<file path="src/rtl/bal_enc_pkg.sv">
// Shared definitions for the DC-balanced serial frame encoder.
// Assumes: frames carry two flag bits ahead of each data slice.
package bal_enc_pkg;

    // Number of flag bits in front of every data slice
    localparam int unsigned FLAG_BITS = 2;

    // Which pulse width the clock lane sends next
    typedef enum logic {
        PHASE_SHORT = 1'b0,
        PHASE_LONG  = 1'b1
    } clk_phase_e;

endpackage

</file>
<file path="src/rtl/bal_frame_timer.sv">
// Frame slot counter. Counts 0..FRAME-1 and flags the last slot as the
// frame boundary. After reset it starts on the last slot, so the first
// frame is loaded on the first clock edge after reset.
// Assumes: FRAME >= 2.
module bal_frame_timer #(
    parameter int unsigned FRAME  = 9,
    parameter int unsigned SLOT_W = $clog2(FRAME)
) (
    input  logic              clk,
    input  logic              rst_n,
    output logic [SLOT_W-1:0] slot,
    output logic              boundary
);

    localparam logic [SLOT_W-1:0] LAST = SLOT_W'(FRAME - 1);

    assign boundary = (slot == LAST);

    // Advance the slot index and wrap at the end of the frame
    always_ff @(posedge clk) begin
        if (!rst_n) begin
            slot <= LAST;
        end else if (boundary) begin
            slot <= '0;
        end else begin
            slot <= slot + SLOT_W'(1);
        end
    end

endmodule

</file>
<file path="src/rtl/bal_lane_tx.sv">
// One data lane. At each frame boundary it encodes a GROUP-bit slice:
// the slice is inverted when that moves the running sum toward zero,
// and a complementary flag pair is put in front of it. The frame is then
// shifted out MSB first. The running sum register holds the sum at
// frame boundaries.
// Assumes: GROUP is odd, and SUM_W can hold +/-2*GROUP.
module bal_lane_tx #(
    parameter int unsigned GROUP = 7,
    parameter int unsigned SUM_W = 5
) (
    input  logic                    clk,
    input  logic                    rst_n,
    input  logic                    boundary,
    input  logic [GROUP-1:0]        group,
    output logic                    ser,
    output logic signed [SUM_W-1:0] sum
);

    localparam int unsigned FRAME = GROUP + bal_enc_pkg::FLAG_BITS;
    localparam int unsigned CNT_W = $clog2(GROUP + 1);
    localparam int unsigned HALF  = GROUP / 2;

    logic [CNT_W-1:0]        ones;
    logic [CNT_W-1:0]        tx_ones;
    logic                    heavy;
    logic                    sum_pos;
    logic                    sum_neg;
    logic                    invert;
    logic [GROUP-1:0]        tx_group;
    logic signed [SUM_W-1:0] delta;
    logic [FRAME-1:0]        frame;
    logic [FRAME-1:0]        shreg;

    // Count the ones in the incoming slice
    always_comb begin
        ones = '0;
        for (int i = 0; i < GROUP; i++) begin
            ones = ones + CNT_W'(group[i]);
        end
    end

    // Choose the polarity from the boundary sum and build the frame
    always_comb begin
        heavy    = (ones > CNT_W'(HALF));
        sum_neg  = sum[SUM_W-1];
        sum_pos  = !sum[SUM_W-1] && (sum != '0);
        invert   = (sum_pos && heavy) || (sum_neg && !heavy);
        tx_group = invert ? ~group : group;
        tx_ones  = invert ? (CNT_W'(GROUP) - ones) : ones;
        delta    = $signed(SUM_W'({tx_ones, 1'b0})) - $signed(SUM_W'(GROUP));
        frame    = {invert, !invert, tx_group};
    end

    // Load a new frame at the boundary, otherwise shift toward the MSB
    always_ff @(posedge clk) begin
        if (!rst_n) begin
            shreg <= '0;
            sum   <= '0;
        end else if (boundary) begin
            shreg <= frame;
            sum   <= sum + delta;
        end else begin
            shreg <= {shreg[FRAME-2:0], 1'b0};
        end
    end

    assign ser = shreg[FRAME-1];

endmodule

</file>
<file path="src/rtl/bal_clock_lane.sv">
// Clock lane generator. Sends one high pulse per frame. The pulse is
// FRAME/2 and FRAME/2+1 bits wide in alternate frames, starting with the
// shorter one after reset.
// Assumes: FRAME is odd.
module bal_clock_lane #(
    parameter int unsigned FRAME = 9
) (
    input  logic clk,
    input  logic rst_n,
    input  logic boundary,
    output logic ser
);

    localparam int unsigned      HI_SHORT  = FRAME / 2;
    localparam int unsigned      HI_LONG   = HI_SHORT + 1;
    localparam logic [FRAME-1:0] ALL_ONES  = {FRAME{1'b1}};
    localparam logic [FRAME-1:0] SHORT_PAT = ALL_ONES << (FRAME - HI_SHORT);
    localparam logic [FRAME-1:0] LONG_PAT  = ALL_ONES << (FRAME - HI_LONG);

    bal_enc_pkg::clk_phase_e phase;
    logic [FRAME-1:0]        shreg;

    // Load the next pulse shape at the boundary and swap phase, else shift
    always_ff @(posedge clk) begin
        if (!rst_n) begin
            shreg <= '0;
            phase <= bal_enc_pkg::PHASE_SHORT;
        end else if (boundary) begin
            shreg <= (phase == bal_enc_pkg::PHASE_SHORT) ? SHORT_PAT : LONG_PAT;
            phase <= (phase == bal_enc_pkg::PHASE_SHORT) ?
                     bal_enc_pkg::PHASE_LONG : bal_enc_pkg::PHASE_SHORT;
        end else begin
            shreg <= {shreg[FRAME-2:0], 1'b0};
        end
    end

    assign ser = shreg[FRAME-1];

endmodule

</file>
<file path="src/rtl/bal_serial_encoder.sv">
// Top level: one slot timer, LANES balanced data lanes and one clock lane.
// The word is taken at a frame boundary when load is high. With load low,
// the held word is encoded again.
// Assumes: GROUP is odd. Outputs are registered, one bit per clock.
module bal_serial_encoder #(
    parameter int unsigned LANES = 3,
    parameter int unsigned GROUP = 7
) (
    input  logic                   clk,
    input  logic                   rst_n,
    input  logic                   load,
    input  logic [LANES*GROUP-1:0] word,
    output logic [LANES-1:0]       ser_data,
    output logic                   ser_clk
);

    localparam int unsigned FRAME  = GROUP + bal_enc_pkg::FLAG_BITS;
    localparam int unsigned SLOT_W = $clog2(FRAME);
    localparam int unsigned SUM_W  = $clog2(2 * GROUP + 1) + 1;
    localparam int unsigned WORD_W = LANES * GROUP;

    logic [SLOT_W-1:0]           slot;
    logic                        boundary;
    logic [WORD_W-1:0]           held;
    logic [WORD_W-1:0]           src;
    logic [LANES-1:0][SUM_W-1:0] lane_sum;

    bal_frame_timer #(
        .FRAME (FRAME),
        .SLOT_W(SLOT_W)
    ) u_timer (
        .clk     (clk),
        .rst_n   (rst_n),
        .slot    (slot),
        .boundary(boundary)
    );

    // Select the fresh word on a boundary load, otherwise the held one
    always_comb begin
        src = (boundary && load) ? word : held;
    end

    // Keep the last word taken so that it can be re-encoded
    always_ff @(posedge clk) begin
        if (!rst_n) begin
            held <= '0;
        end else if (boundary && load) begin
            held <= word;
        end
    end

    for (genvar k = 0; k < LANES; k++) begin : g_lane
        bal_lane_tx #(
            .GROUP(GROUP),
            .SUM_W(SUM_W)
        ) u_lane (
            .clk     (clk),
            .rst_n   (rst_n),
            .boundary(boundary),
            .group   (src[k*GROUP +: GROUP]),
            .ser     (ser_data[k]),
            .sum     (lane_sum[k])
        );
    end

    bal_clock_lane #(
        .FRAME(FRAME)
    ) u_clk_lane (
        .clk     (clk),
        .rst_n   (rst_n),
        .boundary(boundary),
        .ser     (ser_clk)
    );

endmodule

</file>
<file path="config.mk">
export PLATFORM = sky130hd
export DESIGN_NAME = bal_serial_encoder
export DESIGN_NICKNAME = d
export VERILOG_FILES = /design/src/rtl/bal_enc_pkg.sv /design/src/rtl/bal_frame_timer.sv /design/src/rtl/bal_lane_tx.sv /design/src/rtl/bal_clock_lane.sv /design/src/rtl/bal_serial_encoder.sv
export SDC_FILE = /design/constraint.sdc
export NUM_CORES = 1
export LEC_CHECK = 0
export ABC_CLOCK_PERIOD_IN_PS = 19500
export BUFFER_PORTS_ARGS = -buffer_cell sky130_fd_sc_hd__buf_2
export CORE_MARGIN = 1.5
export CORE_UTILIZATION = 39
export CTS_BUF_LIST = sky130_fd_sc_hd__clkbuf_8
export CTS_CLUSTER_DIAMETER = 50
export DETAILED_ROUTE_END_ITERATION = 12
export GPL_ROUTABILITY_DRIVEN = 0
export PLACE_DENSITY = 0.67
export SETUP_SLACK_MARGIN = 0.4
export SYNTH_ARGS = -nofsm -noshare
export SYNTH_HDL_FRONTEND = slang
export SYNTH_SLANG_ARGS = --single-unit
</file>
<file path="constraint.sdc">
create_clock -name clk -period 19.5 [get_ports clk]
set_clock_uncertainty 0.2 [all_clocks]
set_input_delay 3.9 -clock clk [delete_from_list [all_inputs] [get_ports clk]]
set_output_delay 3.9 -clock clk [all_outputs]
set_load 0.02 [all_outputs]
</file>
==> results.rst <==
.. list-table::
   :header-rows: 1

   * - Metric
     - Value
   * - Outcome
     - completed
   * - Post-synthesis cell type with the largest combined area
     - sky130_fd_sc_hd__dfxtp_1
   * - Post-CTS repair timing setup buffer count
     - 0
   * - Distinct cell type count after synthesis
     - 46
   * - Footprint of the multi-input gates
     - 0.00232 mm2
   * - Power density over cell area
     - 140 mW/mm2
   * - Core Util, Final
     - 0.446
   * - Synthesized Nets
     - 475
   * - Routed WL per cell
     - 12.6 um
   * - # setup viols final
     - 0
   * - Flop and latch count out of synthesis
     - 73
   * - Kind of cell adding the most delay to the critical path
     - adder cells
   * - Total number of cells along the worst setup path
     - 20
   * - Clock slew at reported path FFs
     - 0.08 ns
   * - Largest stage delay on the critical path
     - 0.52 ns
   * - First-pass GRT wire length
     - 12.6 mm
   * - Number of buffers on the longest clock path
     - 2
   * - Number of buffers created by CTS
     - 9
   * - Hold violation count in the final report
     - 0
   * - Path depth of the worst reg2reg path
     - 21
   * - Critical Path End Type
     - flop
   * - Clock tree root driver cell
     - sky130_fd_sc_hd__clkbuf_8
   * - Biggest fanout along the worst timing path
     - 21
   * - Category of the worst setup path launch point
     - input pin
   * - Commonest register cell after synthesis
     - sky130_fd_sc_hd__dfxtp_1
   * - Worst Path Required
     - 19.58 ns
   * - Number of design rule violations left after detail routing
     - 0
   * - Combined area of all synthesized cells
     - 0.00404 mm2
   * - CTS H-Tree Depth
     - 3
   * - Starting Density
     - 0.408
   * - Async S/R FF share, synth
     - 0
   * - Worst min path class
     - flop to flop
   * - Area growth syn-to-layout
     - 9.35%
   * - Clock latency at the later pin of the worst-skew pair
     - 0.35 ns
   * - Via count of the routed design
     - 2776
   * - Main combinational cell family by area after synthesis
     - simple AND/OR/NAND/NOR gates
   * - Cell types occupying the most area after synthesis
     - sky130_fd_sc_hd__dfxtp_1 (36%), sky130_fd_sc_hd__ha_1 (9.0%), sky130_fd_sc_hd__fa_1 (5.9%)
   * - Clock sinks
     - 73
   * - Die height
     - 105 um
   * - Hold-fix buffers at CTS
     - 0
   * - Drt first pass iters
     - 4
   * - Share of the synthesized netlist area taken by xor and xnor gates
     - 0.0390
   * - Antenna violations before repair
     - 0
   * - Number of global-route vias before repair
     - 2697
   * - Buffers plus inverters on the worst setup path
     - 3
   * - Routed vias/inst
     - 4.96
   * - Final cycle utilization of the critical path
     - 0.477
   * - Rel. slew slack
     - 0.325
   * - Static leakage
     - 2.01 nW
   * - First DRT Iteration DRCs
     - 119
   * - Data arrival, critical path
     - 9.38 ns
   * - Sequential cell area
     - 0.00146 mm2
   * - Die area
     - 0.0110 mm2
   * - Standard cell core area
     - 0.00991 mm2
   * - Aggregate global-route resource usage
     - 0.141
   * - Sequential fraction of the synthesis area
     - 0.361
   * - Kind of critical path
     - input pin to flop
   * - Gate count after technology mapping
     - 410
   * - Maximum achievable frequency
     - 0.108 GHz
   * - Worst hold margin
     - 0.231 ns
   * - Top cells by instance count after synthesis
     - sky130_fd_sc_hd__dfxtp_1 (73), sky130_fd_sc_hd__nand2_1 (52), sky130_fd_sc_hd__ha_1 (29), sky130_fd_sc_hd__and2_1 (24), sky130_fd_sc_hd__inv_1 (24)
   * - Synthesized area per cell
     - 9.86 um2
   * - Reported max-cap violation count
     - 0
   * - Inst Count DP
     - 544
   * - Overflow left after global routing
     - 0
   * - Slew @ Worst Pin
     - 1.01 ns
   * - Multiplexer area fraction after synthesis
     - 0.0823
   * - Ys Warns
     - 0
   * - Number of rows in the core area
     - 36
   * - Setup repair after global routing missed its margin
     - no
   * - TritonCTS clock tree
     - yes
   * - Post-layout minimum cycle time
     - 9.30 ns
   * - Number of enable-type register cells in the synthesized netlist
     - 0
   * - Post-route setup TNS
     - 0 ns
   * - Nets
     - 487
   * - Count leader, synth
     - sky130_fd_sc_hd__dfxtp_1
   * - Die width
     - 105 um
   * - Layout cells sized above 1
     - 0.183
   * - Post-detail-place hpwl
     - 4.93 mm
   * - Number of buffers inserted by port buffering
     - 27
   * - Ordered cell list for the critical path
     - buf_2, nand4b_4, mux2_4, ha_1, inv_1, fa_1, inv_1, fa_1, ha_1, fa_1, xnor2_1, or3_1, and2_4, xnor2_1, ha_1, ha_1, a21o_1, a21oi_1, mux2i_1, mux2i_1
   * - I/O pin count
     - 28
   * - Adder-Cell Fraction of Synth Area
     - 0.149
   * - Peak supply drop
     - 0.0000697 V
   * - Simple-gate share of the synthesized area
     - 0.191
   * - Max stage delay cell, worst path
     - sky130_fd_sc_hd__or3_1
   * - Complex-gate fraction of the synthesized area
     - 0.111
   * - Cell repeated most along the worst path
     - sky130_fd_sc_hd__ha_1
   * - Drt total wl
     - 7.07 mm
   * - Total inserted antenna cells
     - 0
   * - Remaining antenna violation count after routing
     - 0
   * - Largest net degree at the start of global routing
     - 58
   * - Final Max Tran Viols
     - 0
   * - Filler cells
     - 946
   * - Area share of the largest cell type after synthesis
     - 0.361
   * - Number of gates resized after CTS
     - 0
   * - Final instance count without filler cells
     - 560
   * - Worst hold stages
     - 2
layout make-up:
| type | instances | area share |
|---|---|---|
| tap | 133 | 0.0376 |
| inverter | 24 | 0.0204 |
| timing repair buffer | 28 | 0.0323 |
| clock buffer | 10 | 0.0311 |
| sequential | 73 | 0.331 |
| clock inverter | 6 | 0.0241 |
| multi-input combinational | 286 | 0.524 |
metal layers:
| layer | track usage | up-vias | share of wire |
|---|---|---|---|
| li1 | - | 1414 | - |
| met1 | 0.179 | 1303 | 0.48 |
| met2 | 0.230 | 47 | 0.47 |
| met3 | 0.0437 | 12 | 0.036 |
| met4 | 0.0411 | 0 | 0.014 |
| met5 | 0 | - | 0 |
flip-flops by register name, summed over array words and instances, names as in the netlist:
register	count
g_lane.u_lane.sum	15
g_lane.u_lane.shreg	27
u_timer.slot	4
u_clk_lane.phase	1
held	21
u_clk_lane.shreg	5
final timing paths:
| check | start | end | slack, ns |
|---|---|---|---|
| max | load | g_lane[2].u_lane.sum[4]$_SDFFE_PN0N_ | 10.20 |
| min | g_lane[0].u_lane.shreg[0]$_SDFF_PN0_ | g_lane[0].u_lane.shreg[1]$_SDFF_PN0_ | 0.23 |
| max reg2reg | u_timer.slot[0]$_SDFF_PP0_ | g_lane[2].u_lane.sum[4]$_SDFFE_PN0N_ | 13.19 |
| min reg2reg | g_lane[0].u_lane.shreg[0]$_SDFF_PN0_ | g_lane[0].u_lane.shreg[1]$_SDFF_PN0_ | 0.23 |
stage by stage:
step	power (mW)	cell area, um2	worst slack, ns
after detailed placement	0.481	4180	9.85
after floorplan	0.435	4040	10.55
after global routing	0.679	4420	9.95
final	0.618	4420	10.20
after global placement	0.469	4180	9.88
after CTS	0.626	4420	10.19
power by group:
part	leakage (nW)	internal, mW	switching (mW)
Clock	0.124	0.0878	0.0556
Sequential	0.599	0.182	0.0154
Combinational	1.28	0.128	0.149
Total	2.01	0.397	0.220
worst register-to-register path: stages, from the launching register on:
cell                       delay (ns)
sky130_fd_sc_hd__dfxtp_1         0.34
sky130_fd_sc_hd__inv_1           0.06
sky130_fd_sc_hd__ha_1            0.25
sky130_fd_sc_hd__nand4b_4        0.48
sky130_fd_sc_hd__mux2_4          0.51
sky130_fd_sc_hd__ha_1            0.29
sky130_fd_sc_hd__inv_1           0.05
sky130_fd_sc_hd__fa_1            0.47
sky130_fd_sc_hd__inv_1           0.05
sky130_fd_sc_hd__fa_1            0.48
sky130_fd_sc_hd__ha_1            0.21
sky130_fd_sc_hd__fa_1            0.37
sky130_fd_sc_hd__xnor2_1         0.16
sky130_fd_sc_hd__or3_1           0.52
sky130_fd_sc_hd__and2_4          0.29
sky130_fd_sc_hd__xnor2_1         0.14
sky130_fd_sc_hd__ha_1            0.30
sky130_fd_sc_hd__ha_1            0.29
sky130_fd_sc_hd__a21o_1          0.15
sky130_fd_sc_hd__a21oi_1         0.17
sky130_fd_sc_hd__mux2i_1         0.26
sky130_fd_sc_hd__mux2i_1         0.20
placed cells by master (no fill, tap or decap), types with 12 or more instances in the layout:
master                     instances
sky130_fd_sc_hd__nand4_1          14
sky130_fd_sc_hd__dfxtp_1          73
sky130_fd_sc_hd__nand2b_1         16
sky130_fd_sc_hd__fa_1             12
sky130_fd_sc_hd__xnor2_1          18
sky130_fd_sc_hd__and2_1           24
sky130_fd_sc_hd__buf_2            27
sky130_fd_sc_hd__a21oi_1          12
sky130_fd_sc_hd__ha_1             29
sky130_fd_sc_hd__inv_1            25
sky130_fd_sc_hd__nand2_1          52
cell families (layout without fill, tap and decap cells):
kind of cell    Yosys count  after routing
fa+ha+maj                41             41
compound gates           58             58
flops                    73             73
buf+inv                  51             68
simple gates            142            142
xor+xnor                 18             18
mux                      27             27
Power figures use the tool's default switching activity.
